<file path="config.mk">
export PLATFORM = sky130hd
export DESIGN_NAME = lgx_exec_unit
export DESIGN_NICKNAME = d
export VERILOG_FILES = /design/src/rtl/lgx_pkg.sv /design/src/rtl/lgx_decode.sv /design/src/rtl/lgx_alu.sv /design/src/rtl/lgx_regfile.sv /design/src/rtl/lgx_exec_unit.sv
export SDC_FILE = /design/constraint.sdc
export NUM_CORES = 2
export LEC_CHECK = 0
export BUFFER_PORTS_ARGS = -buffer_cell sky130_fd_sc_hd__buf_2
export CORE_ASPECT_RATIO = 1.1
export CORE_UTILIZATION = 45
export CTS_CLUSTER_DIAMETER = 50
export CTS_CLUSTER_SIZE = 28
export DETAILED_ROUTE_END_ITERATION = 10
export RECOVER_POWER = 100
export SETUP_SLACK_MARGIN = 0.5
export SLEW_MARGIN = 30
export SYNTH_ARGS = -nofsm -noshare
export SYNTH_HDL_FRONTEND = slang
export SYNTH_SLANG_ARGS = --single-unit
</file>
<file path="constraint.sdc">
create_clock -name clk -period 5.3 [get_ports clk]
set_clock_uncertainty 0.15 [all_clocks]
set_input_delay 1.06 -clock clk [delete_from_list [all_inputs] [get_ports clk]]
set_output_delay 1.06 -clock clk [all_outputs]
set_load 0.01 [all_outputs]
</file>
<file path="src/rtl/lgx_pkg.sv">
package lgx_pkg;
   localparam int INSN_W = 32;
   localparam int IDX_W  = 5;
   localparam int IMM_W  = 16;

   localparam logic [5:0] OPC_REG  = 6'h00;
   localparam logic [5:0] OPC_ANDI = 6'h0C;
   localparam logic [5:0] OPC_ORI  = 6'h0D;
   localparam logic [5:0] OPC_XORI = 6'h0E;

   localparam logic [5:0] FN_AND = 6'h24;
   localparam logic [5:0] FN_OR  = 6'h25;
   localparam logic [5:0] FN_XOR = 6'h26;
   localparam logic [5:0] FN_NOR = 6'h27;

   typedef enum logic [1:0] {
      LOP_AND = 2'd0,
      LOP_OR  = 2'd1,
      LOP_XOR = 2'd2,
      LOP_NOR = 2'd3
   } lop_e;

   typedef struct packed {
      logic             legal;
      lop_e             op;
      logic             use_imm;
      logic [IDX_W-1:0] src_a;
      logic [IDX_W-1:0] src_b;
      logic [IDX_W-1:0] dst;
      logic [IMM_W-1:0] imm;
   } dec_t;
endpackage

</file>
<file path="src/rtl/lgx_decode.sv">
module lgx_decode
   import lgx_pkg::*;
(
   input  logic [INSN_W-1:0] insn,
   output dec_t              dec
);
   logic [5:0]       opc;
   logic [5:0]       fn;
   logic [4:0]       shamt;

   assign opc   = insn[31:26];
   assign fn    = insn[5:0];
   assign shamt = insn[10:6];

   always_comb begin
      dec.legal   = 1'b0;
      dec.op      = LOP_AND;
      dec.use_imm = 1'b0;
      dec.src_a   = insn[25:21];
      dec.src_b   = insn[20:16];
      dec.dst     = insn[15:11];
      dec.imm     = insn[15:0];
      unique case (opc)
         OPC_REG: begin
            if (shamt == 5'd0) begin
               unique case (fn)
                  FN_AND:  begin dec.legal = 1'b1; dec.op = LOP_AND; end
                  FN_OR:   begin dec.legal = 1'b1; dec.op = LOP_OR;  end
                  FN_XOR:  begin dec.legal = 1'b1; dec.op = LOP_XOR; end
                  FN_NOR:  begin dec.legal = 1'b1; dec.op = LOP_NOR; end
                  default: dec.legal = 1'b0;
               endcase
            end
         end
         OPC_ANDI: begin
            dec.legal = 1'b1; dec.op = LOP_AND; dec.use_imm = 1'b1; dec.dst = insn[20:16];
         end
         OPC_ORI: begin
            dec.legal = 1'b1; dec.op = LOP_OR;  dec.use_imm = 1'b1; dec.dst = insn[20:16];
         end
         OPC_XORI: begin
            dec.legal = 1'b1; dec.op = LOP_XOR; dec.use_imm = 1'b1; dec.dst = insn[20:16];
         end
         default: dec.legal = 1'b0;
      endcase
   end
endmodule

</file>
<file path="src/rtl/lgx_alu.sv">
module lgx_alu
   import lgx_pkg::*;
#(
   parameter int DATA_W     = 32,
   parameter bit SHARED_OR  = 1'b1
)(
   input  logic [DATA_W-1:0] opnd_a,
   input  logic [DATA_W-1:0] opnd_b,
   input  logic [IMM_W-1:0]  imm,
   input  logic              use_imm,
   input  lop_e              op,
   output logic [DATA_W-1:0] result
);
   localparam int PAD_W = DATA_W - IMM_W;

   logic [DATA_W-1:0] rhs;

   assign rhs = use_imm ? {{PAD_W{1'b0}}, imm} : opnd_b;

   generate
      if (SHARED_OR) begin : g_shared
         logic [DATA_W-1:0] or_v;
         assign or_v = opnd_a | rhs;
         always_comb begin
            unique case (op)
               LOP_AND: result = opnd_a & rhs;
               LOP_OR:  result = or_v;
               LOP_XOR: result = opnd_a ^ rhs;
               default: result = ~or_v;
            endcase
         end
      end else begin : g_direct
         always_comb begin
            unique case (op)
               LOP_AND: result = opnd_a & rhs;
               LOP_OR:  result = opnd_a | rhs;
               LOP_XOR: result = opnd_a ^ rhs;
               default: result = ~(opnd_a | rhs);
            endcase
         end
      end
   endgenerate
endmodule

</file>
<file path="src/rtl/lgx_regfile.sv">
module lgx_regfile #(
   parameter int DATA_W    = 32,
   parameter int REG_CNT   = 32,
   parameter int RD_PORTS  = 3,
   parameter bit ZERO_HARD = 1'b1,
   localparam int IDX_W    = $clog2(REG_CNT)
)(
   input  logic                             clk,
   input  logic                             rst,
   input  logic                             wr_en,
   input  logic [IDX_W-1:0]                 wr_addr,
   input  logic [DATA_W-1:0]                wr_data,
   input  logic [RD_PORTS-1:0][IDX_W-1:0]   rd_addr,
   output logic [RD_PORTS-1:0][DATA_W-1:0]  rd_data
);
   logic [REG_CNT-1:0][DATA_W-1:0] mem;
   logic                           wr_take;

   assign wr_take = wr_en && (!ZERO_HARD || (wr_addr != '0));

   always_ff @(posedge clk) begin
      if (rst) begin
         mem <= '0;
      end else if (wr_take) begin
         mem[wr_addr] <= wr_data;
      end
   end

   generate
      for (genvar p = 0; p < RD_PORTS; p++) begin : g_rd
         if (ZERO_HARD) begin : g_z
            assign rd_data[p] = (rd_addr[p] == '0) ? '0 : mem[rd_addr[p]];
         end else begin : g_nz
            assign rd_data[p] = mem[rd_addr[p]];
         end
      end
   endgenerate

   AST_WRITE_LANDS: assert property (@(posedge clk) disable iff (rst)
      (wr_en && wr_addr != '0) |=> (mem[$past(wr_addr)] == $past(wr_data)));
   AST_IDLE_HOLDS: assert property (@(posedge clk) disable iff (rst)
      !wr_en |=> $stable(mem));

   generate
      if (ZERO_HARD) begin : g_r0chk
         for (genvar q = 0; q < RD_PORTS; q++) begin : g_q
            AST_R0_READS_ZERO: assert property (@(posedge clk) disable iff (rst)
               (rd_addr[q] == '0) |-> (rd_data[q] == '0));
         end
      end
   endgenerate
endmodule

</file>
<file path="src/rtl/lgx_exec_unit.sv">
module lgx_exec_unit
   import lgx_pkg::*;
#(
   parameter int DATA_W    = 32,
   parameter int REG_CNT   = 32,
   parameter bit SHARED_OR = 1'b1
)(
   input  logic              clk,
   input  logic              rst,
   input  logic              instr_valid,
   input  logic [31:0]       instr_word,
   input  logic [4:0]        dbg_addr,
   output logic [DATA_W-1:0] dbg_data,
   output logic              res_valid,
   output logic [DATA_W-1:0] res_data,
   output logic [4:0]        res_dest,
   output logic              illegal
);
   localparam int RD_PORTS = 3;

   generate
      if (REG_CNT != (1 << IDX_W)) begin : g_bad_cnt
         $error("REG_CNT must equal the span of a register index field");
      end
      if (DATA_W <= IMM_W) begin : g_bad_w
         $error("DATA_W must be wider than the immediate");
      end
   endgenerate

   dec_t                              dec;
   logic                              wr_en;
   logic [RD_PORTS-1:0][IDX_W-1:0]    rd_addr;
   logic [RD_PORTS-1:0][DATA_W-1:0]   rd_data;

   lgx_decode u_dec (
      .insn (instr_word),
      .dec  (dec)
   );

   assign rd_addr[0] = dec.src_a;
   assign rd_addr[1] = dec.src_b;
   assign rd_addr[2] = dbg_addr;

   lgx_regfile #(
      .DATA_W    (DATA_W),
      .REG_CNT   (REG_CNT),
      .RD_PORTS  (RD_PORTS),
      .ZERO_HARD (1'b1)
   ) u_rf (
      .clk     (clk),
      .rst     (rst),
      .wr_en   (wr_en),
      .wr_addr (dec.dst),
      .wr_data (res_data),
      .rd_addr (rd_addr),
      .rd_data (rd_data)
   );

   lgx_alu #(
      .DATA_W    (DATA_W),
      .SHARED_OR (SHARED_OR)
   ) u_alu (
      .opnd_a  (rd_data[0]),
      .opnd_b  (rd_data[1]),
      .imm     (dec.imm),
      .use_imm (dec.use_imm),
      .op      (dec.op),
      .result  (res_data)
   );

   assign res_valid = instr_valid && dec.legal;
   assign illegal   = instr_valid && !dec.legal;
   assign wr_en     = res_valid;
   assign res_dest  = dec.dst;
   assign dbg_data  = rd_data[2];

   AST_ILLEGAL_BLOCKS_WRITE: assert property (@(posedge clk) disable iff (rst)
      illegal |=> (dbg_data == $past(dbg_data) || dbg_addr != $past(dbg_addr)));
   AST_IDLE_QUIET: assert property (@(posedge clk) disable iff (rst)
      !instr_valid |-> (!illegal && !res_valid));
   AST_ANDI_UPPER_ZERO: assert property (@(posedge clk) disable iff (rst)
      (instr_valid && instr_word[31:26] == OPC_ANDI) |-> (res_data[DATA_W-1:IMM_W] == '0));
   AST_IMM_DEST_RT: assert property (@(posedge clk) disable iff (rst)
      (res_valid && instr_word[31:26] != OPC_REG) |-> (res_dest == instr_word[20:16]));
   AST_ONE_OUTCOME: assert property (@(posedge clk) disable iff (rst)
      $onehot0({res_valid, illegal}));
endmodule

</file>
**After elaboration in Yosys (flattened, before gate mapping)**

Cells that the tools add are included.
Widths: inputs -> output; s select.

- Magnitude comparators: 5
- Equality and inequality tests: 9
- Multiplexer cells: 21
- Bitwise logic cells: 4
- Reductions and logical operators: 14

Operator list:

| cell | count |
|---|---|
| $bwmux 1024 | 1 |
| $bmux 32 s5 | 3 |
| $mux 32 | 8 |
| $demux 32 s5 | 1 |
| $pmux 32 s3 | 1 |
| $and 32x32->32 | 1 |
| $not 32->32 | 1 |
| $or 32x32->32 | 1 |
| $xor 32x32->32 | 1 |
| $eq 6x6->1 const B | 4 |
| $lt 5x6->1 const B | 4 |
| $logic_not 5->1 | 4 |
| $eq 6x4->1 const B | 3 |
| $pmux 2 s3 | 2 |
| $logic_not 6->1 | 1 |
| $ge 5x1->1 const B | 1 |
| $mux 5 | 1 |
| $reduce_bool 5->1 | 1 |
| $logic_and 1x1->1 | 4 |
| $reduce_or 4->1 | 1 |
| $mux 3 | 1 |
| $reduce_or 3->1 | 1 |
| $eq 2x1->1 const B | 1 |
| $eq 2x2->1 const B | 1 |
| 4 further kinds | 5 |

- Register bits: 1024
- Bits of input ports: 40
- Output and inout port bits: 71
- Logic and storage cells: 85

**Logic depth before layout (Yosys ltp)**

- Depth after elaboration: 8
- Mapped depth: 17
- Gate-level depth less buffers: 11

**Modules after synthesis**

A second synthesis with hierarchy kept.

- Cells, all modules: 6981
- Area, all modules: 62748.9 um^2

Modules (own cells, without submodules):

| module | times used | cells an instance | area each (um^2) | sequential area each (um^2) |
|---|---|---|---|---|
| lgx_regfile | 1 | 6591 | 59857.4 | 20499.7 |
| lgx_alu | 1 | 341 | 2503.7 | 0.0 |
| lgx_decode | 1 | 47 | 371.6 | 0.0 |
| lgx_exec_unit | 1 | 2 | 16.3 | 0.0 |

**Least setup slack after synthesis**

OpenSTA, ideal clock, no wires.

- Path kind: input-to-output
- From: in instr_word[21]
- To: out res_data[11]
- Data arrival time: 3.768 ns
- Required time: 4.090 ns
- Setup slack: 0.322 ns
- Stages: 12
- Buffers on the path: 5
- Cells stage by stage: buf_2 -> buf_4 -> buf_6 -> buf_2 -> mux4_2 -> mux4_2 -> o21ai_1 -> ha_1 -> a21boi_0 -> a211oi_1 -> a21oi_1 -> buf_2

- Word-level cells in the longest chain between the ends: 6
- Elaborated cells on any way between the ends: 9
- Those cells by class: 4 x mux; 4 x bitwise; 1 x reduce/logical

RTL lines:

| what | RTL line | text |
|---|---|---|
| start, declared | lgx_exec_unit.sv:11 | `input logic [31:0] instr_word,` |
| $bmux 32 s5 | lgx_regfile.sv:32 | `assign rd_data[p] = (rd_addr[p] == '0) ? '0 : mem[rd_addr[p]];` |
| $mux 32 (implied by the code) | lgx_regfile.sv:32 |  |
| $mux 32 (*) | lgx_regfile.sv:32 |  |
| $or 32x32->32 | lgx_alu.sv:23 | `assign or_v = opnd_a \| rhs;` |
| $not 32->32 | lgx_alu.sv:29 | `default: result = ~or_v;` |
| $pmux 32 s3 (*) | lgx_alu.sv:25 | `unique case (op)` |
| end, declared | lgx_exec_unit.sv:15 | `output logic [DATA_W-1:0] res_data,` |

Mark *: on every way between the ends. The rest lies on a longest branch, timed or not. The select of a mux whose other input is x is not followed.

==> out/qor.yml <==
layout:
  area_delta_synth_final_pct: 19.3
  fraction_of_final_layout_cells_sized_beyond_drive_strength_1_pct: 37.5
  num-nets-final: 5015
  largest_register_ff_count: 1024
  layoutNonFillerInstCount: 6783
  largest-register: "u_rf.mem"
  largestRegisters: "u_rf.mem: 1024 flops"
  fin_util_pct: 54.4
logic_synthesis:
  synthDistinctLibCells: 64
  synthesized_area_fraction_occupied_by_ao_oa_aoi_and_oai_cells_pct: 21.7
  mean_area_per_synthesized_cell_um2: 12.5
  synthSimpleGateAreaFrac_pct: 4.10
  synthXorXnorAreaFrac_pct: 0
  synth_ff_type: "dfxtp_1"
  syn_inst: 4783
  largest_cells_by_area_after_synthesis: "dfxtp_1, mux4_2, a22o_1"
  dominant_combinational_cell_family_by_area_after_synthesis: "multiplexers"
  yosys_register_bits: 1024
  mappedNetlistArea_mm2: 0.0598
  asyncSetResetFlopFracSynth_pct: 0
  yosysSeqAreaShare_pct: 34.3
  postSynthNetCount: 4887
  yosysWarnings: 0
  post-synth-top-area-cell: "dfxtp_1"
  synth_enable_flop_cells: 0
  synth.mux.area_fraction_pct: 32.7
  synth_top_area_share_pct: 34.3
  synth-adder-area-share_pct: 1.34
critical_path:
  r2r_endpoint: "u_rf.mem[454]$_SDFFE_PP0P_"
  cp_cell_sequence: "clkbuf_2 > a21oi_1 > clkbuf_1 > a22o_1"
  startpoint_type: "input port"
  cp_arrival_ns: 5.88
  worst_ep_required_time_ns: 5.84
  regToRegStartpoint: "u_rf.mem[806]$_SDFFE_PP0P_"
  critPathSlowestCell: "a21oi_1"
  crit_type: "in -> reg"
  critical_path.max_stage_delay_ns: 2.14
  reg2regPathDepth: 11
  setup.reg_to_reg.worst_slack_ns: 0.82
  timing.critical_path.fanout_max: 56
  setup.worst_path.end_class: "register"
floorplan:
  design.die.area_mm2: 0.134
  coreArea_mm2: 0.131
  initial_utilization_pct: 45.6
  die_w_um: 350
  num_io_pins: 111
  die_h_um: 384
  rows: 139
drt:
  vias: 51900
  wire_per_inst_um: 39.2
  drt.antenna.violating_nets: 0
  first_iter_violations: 8044
  wirelength_um: 266000
  detailedRoute.firstPassIterationCount: 8
  drc: 0
  route.detailed.vias_per_inst: 7.66
outcome:
  violations: "capacitance limit, slew limit, setup timing"
  status: "finished with violations"
timing:
  timing_limited_maximum_frequency_mhz: 187
  final.setup.worst_slack_ns: -0.0364
  finalSetupViolations: 11
  final_hold_viol_count: 0
  rsz0062_at_grt: "yes"
  final.setup.tns_ns: -0.245
  final.min_clock_period_ns: 5.34
  layout_worst_path_cycle_share_pct: 101
  maxSlewHeadroom_pct: -81.6
  tightest_slew_ns: 2.72
  final.hold.worst_slack_ns: 0.350
  finalMaxSlewViolations: 993
grt:
  grt_pass1_wl_um: 375000
  global_route.overflow_total: 0
  grt_pass1_vias: 49800
  antenna_found_initial: 9
  grt_start_max_net_pins: 67
  grt_util_all_layers_pct: 38.8
clock_network:
  cts.path.max_buffers: 3
  cts-buffers-inserted: 116
  hold_buffers: 0
  cts_root_buf: "clkbuf_16"
  cts.sink_count: 1024
  clk_latency_ns: 0.80
  clk_pin_slew_ns: 0.07
  clock_tree_from_tritoncts: "done"
  clock_tree.htree_level_count: 3
placement:
  gpl.final_weighted_congestion: 0.929
  dp_hpwl_um: 161000
  dpl.cell_count: 6418
  port-buffer-count: 110
power:
  vdd.ir_drop.worst_v: 0.000259
  leakage_uw: 0.0263
  total_design_power_uw: 19000
  power.density_mw_per_mm2: 266
worst_hold_path:
  hold-path-endpoint: "u_rf.mem[7]$_SDFFE_PP0P_"
  min_path_type: "reg -> reg"
  hold_path_depth: 1
  worstHoldStart: "u_rf.mem[7]$_SDFFE_PP0P_"
job:
  max_cap_viol_count: 41
## cell families (layout without fill, tap and decap cells)
| kind of cell | after synthesis | after routing |
|---|---|---|
| compound gates | 1566 | 1566 |
| mux | 1036 | 1036 |
| flops | 1024 | 1024 |
| buf+inv | 666 | 896 |
| simple gates | 427 | 427 |
| fa+ha+maj | 64 | 64 |
| other cells | 0 | 8 |
## per-layer routing
layer | vias to the layer above | GRT usage (%) | part of all wire (%)
li1 | 20100 | - | -
met1 | 26200 | 50.2 | 36
met2 | 4514 | 55.9 | 42
met3 | 1164 | 11.8 | 14
met4 | 12 | 26.1 | 7.8
met5 | - | 0 | 0.041
## per-stage QoR
stage / cell area [um^2] / worst slack, ns
6_report: 71400 / -0.0364
3_3_place_gp: 64100 / 0.00467
2_1_floorplan: 59900 / 0.467
4_1_cts: 71300 / 0.402
5_1_grt: 71400 / 0.145
3_5_place_dp: 64200 / 0.0435
## critical path, delay by kind of cell
kind / cells / cell delay [ns]
buf+inv: 2 / 2.21
compound gates: 2 / 2.42
## worst max path at each step
stage,from,end,slack [ns],depth (start not counted)
after global placement,instr_word[21],res_data[16],0.005,12
after CTS,instr_word[21],res_data[6],0.40,12
after floorplan,instr_word[16],res_data[16],0.47,15
after global routing,instr_word[22],res_data[31],0.14,12
after detailed placement,instr_word[21],res_data[12],0.04,12
final,rst,u_rf.mem[385]$_SDFFE_PP0P_,-0.04,4
## synthesized netlist by cell type, types with 12 or more instances
library cell,number
o221ai_1,54
a21oi_1,87
dfxtp_1,1024
nor2b_1,36
a22o_1,1002
mux2_2,74
a221oi_1,85
inv_1,44
a221o_1,15
buf_1,31
nor2_1,42
buf_2,210
ha_1,64
nand4_1,33
a211oi_2,26
o21bai_1,28
o21ai_0,76
a21boi_1,21
a22oi_1,39
nand3_1,22
nand2_1,186
mux4_2,728
nor3_1,23
o21a_1,12
or3_1,25
a31oi_1,38
buf_6,83
buf_4,35
clkbuf_1,261
mux2i_1,233
o21ai_1,12
a21oi_2,36
nor4_4,20
## layout make-up
class | count | area [um^2]
inverters | 46 | 173
multi-input cells | 3093 | 37400
fillers | 10900 | 59800
clock buffers | 126 | 3010
well taps | 1762 | 2200
flip-flops and latches | 1024 | 20500
clock inverters | 94 | 1230
repair buffers | 630 | 6860
diodes | 8 | 20.0
## power breakdown
part	switching, uW	internal (uW)	leakage (uW)
sequential	0.781	7690	0.00824
clock	4080	4830	0.00204
combinational	1520	834	0.0160
total	5600	13400	0.0263
## timing repair
item	CTS	global route
gates cloned	23	4
endpoints found under the setup margin	32	32
pin swaps	53	42
resized for setup	284	115
setup buffers	76	34
## layout by cell type, fill, tap and decap left out, types with 33 or more instances in the layout
master     synthesis  routed
a31oi_1           38      33
clkbuf_1         261      61
buf_16             0      44
inv_1             44      44
ha_1              64      54
a21oi_1           87      65
nor2b_1           36      33
buf_12             0      97
mux2i_1          233     232
buf_2            210      61
o21ai_0           76      73
a221oi_2           0      49
buf_6             83      40
buf_4             35     272
mux4_2           728     728
mux2_2            74      70
nand2_1          186     178
nand4_1           33      33
nor2_1            42      37
clkbuf_16          0     122
a22o_1          1002    1002
dfxtp_1         1024    1024
Power figures use the tool's default switching activity.
